### config.mk
export PLATFORM = sky130hd
export DESIGN_NAME = bridge_pwm
export DESIGN_NICKNAME = d
export VERILOG_FILES = /design/src/rtl/bridge_pwm_pkg.sv /design/src/rtl/pwm_timebase.sv /design/src/rtl/pwm_deadband.sv /design/src/rtl/pwm_steer.sv /design/src/rtl/bridge_pwm.sv
export SDC_FILE = /design/constraint.sdc
export NUM_CORES = 1
export LEC_CHECK = 0
export BUFFER_PORTS_ARGS = -buffer_cell sky130_fd_sc_hd__buf_2
export CORE_MARGIN = 2
export CORE_UTILIZATION = 45
export CTS_BUF_LIST = sky130_fd_sc_hd__clkbuf_2
export CTS_CLUSTER_SIZE = 20
export DETAILED_ROUTE_END_ITERATION = 12
export GPL_ROUTABILITY_DRIVEN = 0
export HOLD_SLACK_MARGIN = 0.05
export PLACE_DENSITY_LB_ADDON = 0.15
export SYNTH_ARGS = -nofsm -noshare
export SYNTH_HDL_FRONTEND = slang
export SYNTH_SLANG_ARGS = --single-unit
export TNS_END_PERCENT = 100
### constraint.sdc
create_clock -name clk_i -period 3.1 [get_ports clk_i]
set_clock_uncertainty 0.1 [all_clocks]
set_input_delay 0.62 -clock clk_i [delete_from_list [all_inputs] [get_ports clk_i]]
set_output_delay 0.62 -clock clk_i [all_outputs]
set_load 0.01 [all_outputs]
### src/rtl/bridge_pwm_pkg.sv
package bridge_pwm_pkg;
  typedef enum logic [1:0] {
    MODE_SINGLE = 2'b00,
    MODE_FWD    = 2'b01,
    MODE_HALF   = 2'b10,
    MODE_REV    = 2'b11
  } mode_e;
endpackage

### src/rtl/pwm_timebase.sv
module pwm_timebase
  import bridge_pwm_pkg::*;
#(
  parameter int TB_W   = 8,
  parameter int FRAC_W = 2,
  parameter int DLY_W  = 7,
  localparam int CNT_W = TB_W + FRAC_W
) (
  input  logic             clk_i,
  input  logic             rst_ni,
  input  logic             tick_i,
  input  logic             per_we_i,
  input  logic [TB_W-1:0]  per_i,
  input  logic             duty_we_i,
  input  logic [CNT_W-1:0] duty_i,
  input  logic             cfg_we_i,
  input  mode_e            mode_i,
  input  logic [1:0]       pol_i,
  input  logic             dly_we_i,
  input  logic [DLY_W-1:0] dly_i,
  output logic             started_o,
  output logic             pwm_o,
  output mode_e            mode_o,
  output logic [1:0]       pol_o,
  output logic [DLY_W-1:0] dly_o
);
  localparam logic [CNT_W-1:0] ONE = CNT_W'(1);

  logic [CNT_W-1:0] cnt_q, cnt_nxt, duty_p, duty_q;
  logic [TB_W-1:0]  per_p, per_q;
  mode_e            mode_p, mode_q;
  logic [1:0]       pol_p, pol_q;
  logic [DLY_W-1:0] dly_p, dly_q;
  logic             started_q, pwm_q, bnd, duty_hit;

  assign cnt_nxt  = cnt_q + ONE;
  assign bnd      = tick_i && (cnt_q == {per_q, {FRAC_W{1'b1}}});
  assign duty_hit = tick_i && !bnd && (cnt_nxt == duty_q);

  // pending registers
  always_ff @(posedge clk_i or negedge rst_ni) begin
    if (!rst_ni) begin
      per_p  <= '1;
      duty_p <= '0;
      mode_p <= MODE_SINGLE;
      pol_p  <= '0;
      dly_p  <= '0;
    end else begin
      if (per_we_i)  per_p  <= per_i;
      if (duty_we_i) duty_p <= duty_i;
      if (cfg_we_i) begin
        mode_p <= mode_i;
        pol_p  <= pol_i;
      end
      if (dly_we_i)  dly_p  <= dly_i;
    end
  end

  // time base, working registers and set/reset latch
  always_ff @(posedge clk_i or negedge rst_ni) begin
    if (!rst_ni) begin
      cnt_q     <= '0;
      per_q     <= '1;
      duty_q    <= '0;
      mode_q    <= MODE_SINGLE;
      pol_q     <= '0;
      dly_q     <= '0;
      started_q <= 1'b0;
      pwm_q     <= 1'b0;
    end else if (bnd) begin
      cnt_q     <= '0;
      per_q     <= per_p;
      duty_q    <= duty_p;
      mode_q    <= mode_p;
      pol_q     <= pol_p;
      dly_q     <= dly_p;
      started_q <= 1'b1;
      pwm_q     <= (duty_p != '0);
    end else if (tick_i) begin
      cnt_q <= cnt_nxt;
      if (duty_hit) begin
        pwm_q <= 1'b0;
        dly_q <= dly_p;
      end
    end
  end

  assign started_o = started_q;
  assign pwm_o     = pwm_q;
  assign mode_o    = mode_q;
  assign pol_o     = pol_q;
  assign dly_o     = dly_q;

  p_idle_r1: assert property (@(posedge clk_i) disable iff (!rst_ni)
    !started_q |-> !pwm_q);
  p_hold_r2: assert property (@(posedge clk_i) disable iff (!rst_ni)
    !tick_i |=> $stable(cnt_q));
  p_cnt_bound_r2: assert property (@(posedge clk_i) disable iff (!rst_ni)
    cnt_q <= {per_q, {FRAC_W{1'b1}}});
  p_buffer_r4: assert property (@(posedge clk_i) disable iff (!rst_ni)
    !bnd |=> $stable(duty_q) && $stable(mode_q) && $stable(pol_q) && $stable(per_q));
  p_dly_load_r5: assert property (@(posedge clk_i) disable iff (!rst_ni)
    !(bnd || duty_hit) |=> $stable(dly_q));
endmodule

### src/rtl/pwm_deadband.sv
module pwm_deadband #(
  parameter int DLY_W = 7
) (
  input  logic             clk_i,
  input  logic             rst_ni,
  input  logic             tick_i,
  input  logic             req_i,
  input  logic [DLY_W-1:0] dly_i,
  output logic             on_o
);
  logic [DLY_W-1:0] cnt_q;

  always_ff @(posedge clk_i or negedge rst_ni) begin
    if (!rst_ni)                    cnt_q <= '0;
    else if (!req_i)                cnt_q <= '0;
    else if (tick_i && cnt_q < dly_i) cnt_q <= cnt_q + DLY_W'(1);
  end

  assign on_o = req_i && (cnt_q >= dly_i);

  p_rise_delay_r8: assert property (@(posedge clk_i) disable iff (!rst_ni)
    $rose(req_i) && (dly_i != '0) |-> !on_o);
endmodule

### src/rtl/pwm_steer.sv
module pwm_steer
  import bridge_pwm_pkg::*;
(
  input  logic       started_i,
  input  logic       pwm_i,
  input  logic       on_a_i,
  input  logic       on_b_i,
  input  mode_e      mode_i,
  input  logic [1:0] pol_i,
  output logic [3:0] out_o
);
  logic [3:0] act;

  always_comb begin
    act = '0;
    unique case (mode_i)
      MODE_SINGLE: act[0] = pwm_i;
      MODE_FWD: begin
        act[0] = started_i;
        act[3] = pwm_i;
      end
      MODE_HALF: begin
        act[0] = on_a_i;
        act[1] = on_b_i;
      end
      MODE_REV: begin
        act[2] = started_i;
        act[1] = pwm_i;
      end
      default: act = '0;
    endcase
  end

  // A,C follow pol bit 1; B,D follow pol bit 0
  assign out_o = act ^ {pol_i[0], pol_i[1], pol_i[0], pol_i[1]};
endmodule

### src/rtl/bridge_pwm.sv
module bridge_pwm
  import bridge_pwm_pkg::*;
#(
  parameter int TB_W   = 8,
  parameter int FRAC_W = 2,
  parameter int DLY_W  = 7,
  localparam int CNT_W = TB_W + FRAC_W
) (
  input  logic             clk_i,
  input  logic             rst_ni,
  input  logic             tick_i,
  input  logic             per_we_i,
  input  logic [TB_W-1:0]  per_i,
  input  logic             duty_we_i,
  input  logic [CNT_W-1:0] duty_i,
  input  logic             cfg_we_i,
  input  logic [1:0]       mode_i,
  input  logic [1:0]       pol_i,
  input  logic             dly_we_i,
  input  logic [DLY_W-1:0] dly_i,
  output logic [3:0]       out_o
);
  logic             started, pwm;
  mode_e            mode_q;
  logic [1:0]       pol_q;
  logic [DLY_W-1:0] dly_q;
  logic [1:0]       req, on;

  pwm_timebase #(.TB_W(TB_W), .FRAC_W(FRAC_W), .DLY_W(DLY_W)) u_tb (
    .clk_i, .rst_ni, .tick_i,
    .per_we_i, .per_i, .duty_we_i, .duty_i,
    .cfg_we_i, .mode_i(mode_e'(mode_i)), .pol_i,
    .dly_we_i, .dly_i,
    .started_o(started), .pwm_o(pwm), .mode_o(mode_q), .pol_o(pol_q), .dly_o(dly_q)
  );

  assign req[0] = started && (mode_q == MODE_HALF) && pwm;
  assign req[1] = started && (mode_q == MODE_HALF) && !pwm;

  for (genvar g = 0; g < 2; g++) begin : g_db
    pwm_deadband #(.DLY_W(DLY_W)) u_db (
      .clk_i, .rst_ni, .tick_i,
      .req_i(req[g]), .dly_i(dly_q), .on_o(on[g])
    );
  end

  pwm_steer u_steer (
    .started_i(started), .pwm_i(pwm), .on_a_i(on[0]), .on_b_i(on[1]),
    .mode_i(mode_q), .pol_i(pol_q), .out_o
  );

  p_no_overlap_r8: assert property (@(posedge clk_i) disable iff (!rst_ni)
    !(on[0] && on[1]));
  p_pre_start_r1: assert property (@(posedge clk_i) disable iff (!rst_ni)
    !started |-> (out_o == {pol_q[0], pol_q[1], pol_q[0], pol_q[1]}));
endmodule

# Word level (Yosys, flattened, before mapping)
# Cells that the tools add are included.
# W data, S select, Z words.
# classes
add_sub_neg	3
magnitude_cmp	4
n_eq_ne	7
muxes	16
bitwise	1
n_reduce_logical	17
# op_table
operator	n
$mux W7	7
$eq A10 B10 Y1	2
$mux W10	2
$add A7 B1 Y7 const B	2
$ge A7 B7 Y1	2
$lt A7 B7 Y1	2
$add A10 B1 Y10 const B	1
$logic_and A1 B1 Y1	10
$reduce_bool A10 Y1	1
$mux W1	5
$eq A2 B2 Y1 const B	2
$ne A2 B2 Y1 const B	2
$reduce_bool A2 Y1	2
$xor A4 B4 Y4	1
$pmux W1 S3	1
$eq A2 B1 Y1 const B	1
$logic_not A1 Y1	2
$logic_not A2 Y1	1
$pmux W1 S2	1
$reduce_and A2 Y1	1
# totals
ff_bits	84
in_bits	36
output_inout_bits	4

# Logic depth before layout (Yosys ltp)
# Gate-level depths: netlist of the first run.
# logic_depth
ltp_word	8
depth_mapped	8
depth_no_buf	8

# Cells and area by module
# Synthesis of the first run repeated with hierarchy kept, for this count alone.
# unflattened
cells_unflattened	380
area_unflattened_um2	4488.1
# modules_own_cells
module	n_inst	cells_each	area_per_inst_um2	seq_area_each_um2
pwm_timebase	1	234	3156.8	1771.7
pwm_deadband	2	66	609.3	175.2
pwm_steer	1	12	88.8	0.0
bridge_pwm	1	2	23.8	0.0

# Least setup slack after synthesis of the first run
# Ideal clock, no wire load.
# synth_timing
path_type	register -> register
startpoint	reg u_tb.cnt_q[0]
endpoint	reg u_tb.dly_q[0], in the netlist u_tb.dly_o[0]
arrival_ps	2400
required_ps	2875
slack_ps	476
stages_incl_launch_ff	8
cell_sequence	dfrtp_1 ha_1 and3_4 and3_4 or3_1 a2111o_1 o21ai_4 mux2_2
# synth_between
elab_chain_cells	7
elab_cells_between_ends	11
# synth_lines
element	line	source
from (decl)	pwm_timebase.sv:29	logic [CNT_W-1:0] cnt_q, cnt_nxt, duty_p, duty_q;
from (signal assigned)	pwm_timebase.sv:80	cnt_q <= cnt_nxt;
parallel branches: the longest is 7 deep, another holds $add A10 B1 Y10	-	
to (signal assigned)	pwm_timebase.sv:76	dly_q <= dly_p;
to (signal assigned)	pwm_timebase.sv:83	dly_q <= dly_p;
to (decl)	pwm_timebase.sv:33	logic [DLY_W-1:0] dly_p, dly_q;
# Parallel ways; which one is timed is not known.
# A chain may end at the register's enable or synchronous reset.

# Final worst setup path of the first run
# layout_timing
startpoint	reg u_tb.dly_q[4], in the netlist u_tb.dly_o[4]
endpoint	out out_o[0]
# layout_between
elab_chain_cells	4
# layout_lines
element	line	source
$ge A7 B7 Y1	pwm_deadband.sv:19	assign on_o = req_i && (cnt_q >= dly_i);
$logic_and A1 B1 Y1	pwm_deadband.sv:19	
$pmux W1 S3	pwm_steer.sv:16	unique case (mode_i)
$xor A4 B4 Y4	pwm_steer.sv:35	assign out_o = act ^ {pol_i[0], pol_i[1], pol_i[0], pol_i[1]};
to (decl)	bridge_pwm.sv:21	output logic [3:0] out_o
# No other way between the ends.

==> results_dict.tcl, run 1 <==
set metrics [dict create \
    vias 2926 \
    netlist_instances 369 \
    synthFlopType "dfrtp_1" \
    ys_seq_area_share_pct 49.5 \
    outcome "complete, no violations" \
    postLayoutCellArea_sq_um 4850 \
    dieHeight_microns 102 \
    max_cap_violations 0 \
    final_cells 550 \
    yosysUniqueCellTypes 43 \
    synth_warnings 0 \
    p_leak_nw 2.19 \
    antenna_found_initial 0 \
    grtUsageTotal_pct 17.9 \
    dr.pass1.iters 4 \
    synth_nets 422 \
    startpoint_type "flop" \
    syn_avg_cell_area_sq_um 11.6 \
    viasPerCell 5.32 \
    cts.sinks 84 \
    boundaryPins 40 \
    min_path_type "in -> async" \
    path_max_fanout 3 \
    clk_pin_slew_ns 0.27 \
    fillers 830 \
    clockRootBuffer "clkbuf_2" \
    dp.cells 529 \
    max_slew_margin_pct 39.1 \
    nets 469 \
    ys_ff_latch 84 \
    final_util_pct 52.5 \
    drive_above_1_share_pct 36.6 \
    pwr-share-seq_pct 46.5 \
    pwr-share-comb_pct 32.0 \
    p_sw_share_pct 35.8 \
    drv_slew 0 \
    grt_max_degree 75 \
    cts_buffer_depth 2 \
    fmax_ghz 0.331 \
    clk_latency_ns 0.54 \
    placed_cell_area_sq_um 4620 \
    route.detailed.drc 0 \
    syn_area_sq_um 4280 \
    p_int_mw 2.08 \
    setup_slack_ns 0.0767 \
    drt-initial-drc-count 87 \
    endpoint_kind "primary output" \
    p_per_area_nw_per_um2 670 \
    hold_slack_ns 0.0652 \
    rows 35 \
    drtAntennaViolNets 0 \
    initial_utilization_pct 46.4 \
    design_power_total_mw 3.25 \
    synthArstFlopShare_pct 100 \
    die_area_sq_um 10300 \
    htree_num_levels 3 \
    fin_crit_sh_pct 97.5 \
    switchingPower_mw 1.16 \
    finalHoldViolCount 0 \
    routed_wl_microns 8300 \
    pre_cts_ws_ns 0.303 \
    synth_edf_count 0 \
    tritoncts "yes" \
    grt_overflow_total 0 \
    area_growth_pct 13.3 \
    arrival_ns 2.30 \
    core_sq_um 9240 \
    portBuffers 39 \
    grt_pass1_vias 3031 \
    crit_type "reg -> out" \
    cts_inserted_buffers 9 \
    setup_violations 0 \
    worst_pin_slew_ns 0.914 \
    die_w_microns 102 \
    grt_pass1_wl_microns 14400 \
    tns_ns 0 \
    finalCriticalPeriod_ns 3.02 \
    rsz0062_at_grt "true" \
    required_ns 2.38 \
    power_frac_clock_pct 21.5 \
    dp_hpwl_microns 5990 \
    max-vdd-ir-drop_mv 0.330 \
    diodes 0 \
    wl_per_cell_microns 15.1 \
]
[critical path, stage by stage (launching register included)]
cell	delay (ns)
dfrtp_1	0.45
inv_2	0.11
ha_4	0.21
a21o_1	0.17
a21o_1	0.17
a21oi_2	0.16
nand2_1	0.10
a31oi_2	0.15
xnor2_1	0.13
buf_2	0.14
[power by group through the flow]
stage | logic [mW] | registers (mW) | clock network [mW]
floorplan | 0.854 | 1.42 | 0
global placement | 0.942 | 1.53 | 0
detailed placement | 0.976 | 1.53 | 0
CTS | 1.01 | 1.51 | 0.727
global route | 1.16 | 1.55 | 0.771
finish | 1.04 | 1.51 | 0.698
[worst paths after layout]
| kind | cells after the start | start | slack [ns] | endpoint |
|---|---|---|---|---|
| hold / removal | 1 | rst_ni | 0.07 | u_tb.duty_q[8]$_DFFE_PN0N_ |
| min in group clk_i | 2 | duty_i[2] | 0.18 | u_tb.duty_p[2]$_DFFE_PN0P_ |
| max in group asynchronous | 2 | rst_ni | 2.06 | u_tb.per_q[5]$_DFFE_PN1N_ |
| setup / recovery | 9 | u_tb.dly_o[4]$_DFFE_PN0P_ | 0.08 | out_o[0] |
| setup reg to reg | 7 | u_tb.cnt_q[0]$_DFFE_PN0P_ | 0.27 | u_tb.dly_o[0]$_DFFE_PN0P_ |
| hold reg to reg | 1 | u_tb.dly_o[3]$_DFFE_PN0P_ | 0.44 | u_tb.dly_o[3]$_DFFE_PN0P_ |
[synth_stat cells (10+ instances only)]
master | count | area share (%)
dfrtp_1 | 68 | 40
mux2_2 | 59 | 16
xnor2_1 | 26 | 5.3
nand2_1 | 23 | 2.0
ha_1 | 17 | 5.0
dfstp_2 | 16 | 9.8
o21ai_0 | 15 | 1.8
nand3_1 | 14 | 1.6
inv_1 | 13 | 1.1
nor2_1 | 13 | 1.1
a21oi_1 | 10 | 1.2
[cell families after synthesis]
family	share of synthesized area, %
simple gates	11.9
xor+xnor	6.75
mux	16.4
compound gates	7.65
flops	49.5
fa+ha+maj	4.97
buf+inv	2.78
[cell type report]
type | count | area (sq um) | area share [%]
inverter | 13 | 48.8 | 1.01
tap | 129 | 161 | 3.33
clock inverter | 7 | 103 | 2.12
sequential | 84 | 2120 | 43.7
clock buffer | 9 | 45.0 | 0.929
multi-input combinational | 258 | 2090 | 43.1
timing repair buffer | 50 | 280 | 5.78
[placed cells by master (no fill, tap or decap), drive strengths merged, types with 2 or more instances in the layout]
cell,count
nor2,13
ha,17
clkbuf,9
nand2,23
dfrtp,68
nand4,9
or4,5
nor3,4
or3,4
inv,17
bufinv,2
o21ai,16
and3,4
a21oi,10
a21o,7
mux2i,4
xnor2,26
nand3,14
nand2b,4
o31ai,7
buf,50
mux2,59
xor2,7
a31oi,3
nor4,4
nor2b,5
dfstp,16
[sequential cells by signal (all words and copies together), names as in the netlist, 7 cells and up]
register,cells
u_tb.per_p,8
u_tb.cnt_q,10
u_tb.duty_p,10
u_tb.dly_o,7
u_tb.dly_p,7
g_db.u_db.cnt_q,14
u_tb.per_q,8
u_tb.duty_q,10
[routing by layer]
layer | vias to the layer above | wire length [microns] | GRT usage [%]
met5 | - | 0 | 0
met4 | 0 | 264 | 9.04
met2 | 70 | 4080 | 28.8
li1 | 1422 | - | -
met3 | 23 | 310 | 3.73
met1 | 1411 | 3640 | 22.9
[timing repair]
action,CTS,global route
pin swaps,10,0
gates resized for setup,9,2
setup buffers,4,1
setup endpoints to repair,2,2
hold buffers,0,0
Power figures use the tool's default switching activity.
==> inputs of run 2 (changes only) <==
==> constraint.sdc (replaced) <==
create_clock -name clk_i -period 3.1 [get_ports clk_i]
set_clock_uncertainty 0.1 [all_clocks]
set_input_delay 0.465 -clock clk_i [delete_from_list [all_inputs] [get_ports clk_i]]
set_output_delay 0.465 -clock clk_i [all_outputs]
set_load 0.01 [all_outputs]
==> run 2 against run 1 <==
Compared with the run above:
- first-iteration DRC count increased by 2.3%
- critical endpoint is now out_o[1]
- clock power decreased by 4.2%
- maximum frequency increased by 1.9%
- largest power group unchanged
- worst setup slack improved by 0.056 ns
- clock-buffer cell count unchanged
- hold slack improved by 0.11 ns
- non-clock buffer count increased by 28
- largest cell class unchanged
==> results_dict.tcl, run 2 (same netlist as run 1, synthesis figures left out) <==
set metrics [dict create \
    die_w_microns 102 \
    grtUsageTotal_pct 17.8 \
    final_cell_mix "68 x dfrtp_1, 59 x mux2_2, 38 x buf_2" \
    die_area_sq_um 10300 \
    largest_register "g_db.u_db.cnt_q" \
    drtAntennaViolNets 0 \
    required_ns 2.53 \
    htree_num_levels 3 \
    drv_slew 0 \
    placed_cell_area_sq_um 4590 \
    cp-endpoint "out_o[1]" \
    portBuffers 39 \
    crit_path_top_delay_cell "dfrtp_1" \
    grt_overflow_total 0 \
    clk_pin_slew_ns 0.24 \
    crit_type "reg -> out" \
    r2r_setup_slack_ns 0.28 \
    setup_slack_ns 0.133 \
    largest_register_ffs 14 \
    fmax_ghz 0.337 \
    wl_met2_microns 4310 \
    top_layer "met4" \
    cts_buffer_depth 2 \
    max_cap_violations 0 \
    path_cells "ha_1, a21o_1, a21o_1, a21o_1, o21ai_2, nand2_1, xor2_1, buf_2" \
    mostFrequentLayoutCell "dfrtp_1" \
    max-vdd-ir-drop_mv 0.405 \
    grt_max_degree 85 \
    drt-initial-drc-count 89 \
    pre_cts_ws_ns 0.300 \
    dieHeight_microns 102 \
    cts.sinks 84 \
    vias 3050 \
    dr_wl_met3_microns 247 \
    antenna_found_initial 0 \
    path_max_fanout 5 \
    core_sq_um 9240 \
    design_power_total_mw 3.22 \
    fillers 804 \
    clk_latency_ns 0.55 \
    nets 497 \
    outcome "complete, no violations" \
    setup_violations 0 \
    dp_hpwl_microns 5900 \
    final_util_pct 55.2 \
    fin_crit_sh_pct 95.7 \
    drt-met1-wl_microns 3770 \
    drive_above_1_share_pct 33.0 \
    boundaryPins 40 \
    dp.cells 525 \
    tns_ns 0 \
    crit_path_max_incr_delay_ns 0.48 \
    startpoint "g_db[1].u_db.cnt_q[4]$_DFFE_PN0P_" \
    rr_worst_depth 7 \
    cts_inserted_buffers 9 \
    worst-path-buf-inv 1 \
    rows 35 \
    finalHoldViolCount 0 \
    startpoint_type "flop" \
    dr.pass1.iters 6 \
    arrival_ns 2.40 \
    max_slew_margin_pct 30.0 \
    critical_path.top_delay_family "compound AO/OA/AOI/OAI gates" \
    cp.depth 8 \
    hold_slack_ns 0.174 \
    reg2reg_to "u_tb.dly_o[5]$_DFFE_PN0P_" \
    worst_pin_slew_ns 1.05 \
    wl_per_cell_microns 14.7 \
    final_cells 578 \
    grt_pass1_vias 3066 \
    endpoint_kind "primary output" \
    min_path_type "in -> reg" \
    p_leak_nw 2.29 \
    finalCriticalPeriod_ns 2.97 \
    r2r_start "u_tb.cnt_q[0]$_DFFE_PN0P_" \
    tritoncts "yes" \
    viasPerCell 5.28 \
    p_per_area_nw_per_um2 630 \
    route.detailed.drc 0 \
    postLayoutCellArea_sq_um 5100 \
    diodes 0 \
    routed_wl_microns 8480 \
    initial_utilization_pct 46.4 \
    grt_pass1_wl_microns 14400 \
    cp_common_cell "a21o_1" \
    clockRootBuffer "clkbuf_2" \
    area_growth_pct 19.1 \
]
[run 2: cell count changes in the layout (fill, tap and decap cells not counted), sizes merged]
cell / change
buf: -3
clkinvlp: +2
dlygate4sd3: +31
inv: -2
[run 2: how the worst min path moves through the flow]
stage	start	end	slack, ns	cells after the start
after global placement	u_tb.pol_p[1]$_DFFE_PN0P_	u_tb.pol_o[1]$_DFFE_PN0N_	0.39	1
after detailed placement	u_tb.dly_o[1]$_DFFE_PN0P_	u_tb.dly_o[1]$_DFFE_PN0P_	0.40	1
after floorplan	rst_ni	g_db[0].u_db.cnt_q[0]$_DFFE_PN0P_	0.07	0
after CTS	cfg_we_i	u_tb.pol_p[0]$_DFFE_PN0P_	0.06	2
final	dly_we_i	u_tb.dly_p[4]$_DFFE_PN0P_	0.17	2
after global routing	dly_we_i	u_tb.dly_p[5]$_DFFE_PN0P_	0.15	2
[run 2: final cells by class]
type	count	area (sq um)	area share, %
clock inverters	7	97.6	1.91
well taps	129	161	3.16
flip-flops and latches	84	2120	41.6
repair buffers	78	568	11.1
inverters	13	48.8	0.956
clock buffers	9	45.0	0.883
multi-input cells	258	2060	40.4
[run 2: power by group]
group,switching [mW],total (mW),internal [mW]
registers,0.212,1.51,1.29
clock network,0.399,0.669,0.271
logic,0.510,1.04,0.532
total,1.12,3.22,2.10
[run 2: metal layers]
metal	GRT usage [%]	vias up
met5	0	-
met4	6.55	0
met3	3.80	18
met2	30.9	53
met1	21.9	1501
li1	-	1478
[run 2: timing repair]
action                                 4_1_cts  5_1_grt
buffers inserted                             1        5
hold buffers                                30        1
gates resized for setup                      2        6
setup endpoints to repair                    2        2
endpoints found under the hold margin       97        3
pin swaps                                    0        7
==> inputs of run 3 (changes only) <==
--- a/config.mk
+++ b/config.mk
@@ -7,7 +7,7 @@
 export LEC_CHECK = 0
 export BUFFER_PORTS_ARGS = -buffer_cell sky130_fd_sc_hd__buf_2
 export CORE_MARGIN = 2
-export CORE_UTILIZATION = 45
+export CORE_UTILIZATION = 61
 export CTS_BUF_LIST = sky130_fd_sc_hd__clkbuf_2
 export CTS_CLUSTER_SIZE = 20
 export DETAILED_ROUTE_END_ITERATION = 12
@@ -16,5 +16,6 @@
 export PLACE_DENSITY_LB_ADDON = 0.15
 export SYNTH_ARGS = -nofsm -noshare
 export SYNTH_HDL_FRONTEND = slang
+export SYNTH_HIERARCHICAL = 1
 export SYNTH_SLANG_ARGS = --single-unit
 export TNS_END_PERCENT = 100
==> run 3 against run 2 <==
Compared with the run above:
- cell area increased by 4.4%
- sequential power decreased by 12%
- critical path depth increased by 1
- combinational power decreased by 58%
- critical endpoint unchanged
- largest cell class is now multi-input gates
- largest power group unchanged
==> results_dict.tcl, run 3 <==
set metrics [dict create \
    yosys-top-cells-area "dfrtp_1 38%, mux2_2 15%, dfstp_2 9.4%, ha_1 4.7%, xnor2_1 3.1%" \
    synthTopCellsByCount "68 x dfrtp_1, 60 x mux2_2, 20 x inv_1, 19 x nand2_1, 18 x nand3_1" \
    wl_per_cell_microns 16.1 \
    portBuffers 39 \
    fin_crit_sh_pct 97.2 \
    crit_type "reg -> out" \
    antenna_found_initial 0 \
    required_ns 2.53 \
    dp_hpwl_microns 5920 \
    max-vdd-ir-drop_mv 0.392 \
    endpoint_kind "primary output" \
    crit_path_top_delay_cell "dfrtp_1" \
    fillers 498 \
    synth_warnings 6 \
    core_sq_um 7180 \
    synth_nets 433 \
    syn_area_sq_um 4490 \
    dp.cells 509 \
    cts_buffer_depth 2 \
    arrival_ns 2.45 \
    boundaryPins 40 \
    grt_overflow_total 0 \
    largest_register "g_db.u_db/cnt_q" \
    area_growth_pct 18.7 \
    cp-endpoint "out_o[1]" \
    p_per_area_nw_per_um2 454 \
    cp_common_cell "nor2_1" \
    max_cap_violations 0 \
    grt_pass1_vias 3246 \
    nets 510 \
    final_cell_mix "63 x dfrtp_1, 60 x mux2_2, 38 x buf_2" \
    setup_slack_ns 0.0864 \
    path_max_fanout 3 \
    dieHeight_microns 89.8 \
    drt-initial-drc-count 110 \
    ys_seq_area_share_pct 47.3 \
    rr_worst_depth 7 \
    drtAntennaViolNets 0 \
    yosys.area_share.adder_pct 4.74 \
    drv_slew 0 \
    outcome "complete, no violations" \
    yosysUniqueCellTypes 47 \
    min_path_type "in -> reg" \
    die_w_microns 89.8 \
    setup_violations 0 \
    htree_num_levels 3 \
    crit_path_max_incr_delay_ns 0.49 \
    yosysMostFrequentCell "dfrtp_1" \
    startpoint_type "flop" \
    clockRootBuffer "clkbuf_2" \
    rsz0062_at_grt "true" \
    drive_above_1_share_pct 36.8 \
    rows 31 \
    initial_utilization_pct 62.5 \
    viasPerCell 5.65 \
    final_cells 561 \
    synthFlopType "dfrtp_1" \
    r2r_start "u_tb/cnt_q[0]$_DFFE_PN0P_" \
    clk_latency_ns 0.52 \
    synth_top_family_by_area "multiplexers" \
    routed_wl_microns 9040 \
    worst-path-buf-inv 1 \
    grt_pass1_wl_microns 15200 \
    diodes 0 \
    grt_max_degree 83 \
    synth_area_leader_cell "dfrtp_1" \
    route.detailed.drc 0 \
    syn_avg_cell_area_sq_um 11.8 \
    cts.sinks 84 \
    tritoncts "yes" \
    finalCriticalPeriod_ns 3.01 \
    p_leak_nw 2.32 \
    path_cells "ha_4, nand4_1, a31oi_1, nor2_1, nor2_1, mux2_2, nand2_1, xnor2_1, buf_2" \
    worst_pin_slew_ns 1.02 \
    ys_ff_latch 84 \
    clk_pin_slew_ns 0.24 \
    whs_path_depth 2 \
    synthSimpleGateAreaFrac_pct 12.8 \
    cts_inserted_buffers 9 \
    cp.depth 9 \
    dr.pass1.iters 4 \
    reg2reg_to "u_tb/dly_o[4]$_DFFE_PN0P_" \
    startpoint "g_db[1].u_db/cnt_q[4]$_DFFE_PN0P_" \
    vias 3167 \
    max_slew_margin_pct 32.2 \
    r2r_setup_slack_ns 0.49 \
    synth_edf_count 0 \
    synth_top_area_share_pct 37.9 \
    grtUsageTotal_pct 23.0 \
    synthArstFlopShare_pct 100 \
    netlist_instances 380 \
    die_area_sq_um 8060 \
    synth_compound_area_share_pct 9.73 \
    synth_xor_area_share_pct 5.07 \
    finalHoldViolCount 0 \
    synth_mux_area_share_pct 16.8 \
    mostFrequentLayoutCell "dfrtp_1" \
    critical_path.top_delay_family "flip-flops" \
    largest_register_ffs 14 \
    fmax_ghz 0.332 \
    pre_cts_ws_ns 0.545 \
]
[run 3: cell count changes in the layout (fill, tap and decap cells not counted), moves of 5 or more]
| cell | before | now |
|---|---|---|
| ha_4 | 0 | 6 |
| xnor2_1 | 26 | 16 |
| ha_1 | 17 | 11 |
| inv_1 | 12 | 20 |
| dfrtp_1 | 68 | 63 |
| dfrtp_2 | 0 | 5 |
[run 3: cell type report]
type,instances,area [sq um],share of cell area (%)
Clock inverter,7,100,1.88
Multi-Input combinational cell,264,2290,43.0
Inverter,20,75.1,1.41
Timing Repair Buffer,78,566,10.6
Tap cell,99,124,2.33
Sequential cell,84,2130,39.9
Clock buffer,9,45.0,0.845
[run 3: where the power goes]
part | internal [mW] | switching [mW]
sequential | 1.19 | 0.138
combinational | 0.225 | 0.211
clock | 0.270 | 0.383
[run 3: repair_timing]
item / 4_1_cts / 5_1_grt
gates resized for setup: 0 / 12
endpoints found under the setup margin: 0 / 2
hold endpoints to repair: 97 / 0
hold buffers: 30 / 0
buffers inserted: 0 / 6
[run 3: worst reg2reg max path, stage by stage, from the launching register on]
cell and delay [ns]:
dfrtp_1 0.49, ha_1 0.28, nand3_1 0.24, o21ai_0 0.22
nand4_1 0.12, or4_4 0.46, o21ai_4 0.25, mux2_2 0.38
[run 3: per-stage QoR]
step / cell area [sq um] / total power, mW / utilization [%] / hold slack, ns / setup TNS, ns
after floorplan: 4490 / 1.67 / - / 0.0694 / 0
after global placement: 4750 / 1.73 / 66.2 / 0.391 / 0
after global routing: 5330 / 2.56 / 74.2 / 0.0776 / -0.0877
after CTS: 5190 / 2.44 / 72.4 / 0.0710 / 0
final: 5330 / 2.42 / 74.2 / 0.129 / 0
after detailed placement: 4750 / 1.75 / 66.2 / 0.402 / 0
[run 3: logic make-up (layout without fill, tap and decap cells)]
logic type / count (synthesis) / count (layout)
and+or+nand+nor: 95 / 95
DFF: 84 / 84
muxes: 68 / 68
AOI/OAI and AO/OA: 58 / 58
buffers and inverters: 32 / 114
xor gates and xnor gates: 26 / 26
adders and majority gates: 17 / 17
[run 3: layer usage]
metal	routed length, microns	part of all wire, %	vias up	global-route usage, %
met5	0	0	-	0
met4	134	1.5	0	7.56
met3	213	2.4	14	3.44
met2	4730	52	52	41.0
met1	3960	44	1573	29.0
li1	-	-	1528	-
[run 3: worst min path at each step]
| stage | from | to |
|---|---|---|
| finish | cfg_we_i | u_tb/mode_p[1]$_DFFE_PN0P_ |
| global route | cfg_we_i | u_tb/mode_p[1]$_DFFE_PN0P_ |
| CTS | cfg_we_i | u_tb/mode_p[1]$_DFFE_PN0P_ |
| detailed placement | u_tb/mode_p[1]$_DFFE_PN0P_ | u_tb/mode_o[1]$_DFFE_PN0N_ |
| global placement | u_tb/pol_p[1]$_DFFE_PN0P_ | u_tb/pol_o[1]$_DFFE_PN0N_ |
| floorplan | rst_ni | g_db[0].u_db/cnt_q[0]$_DFFE_PN0P_ |
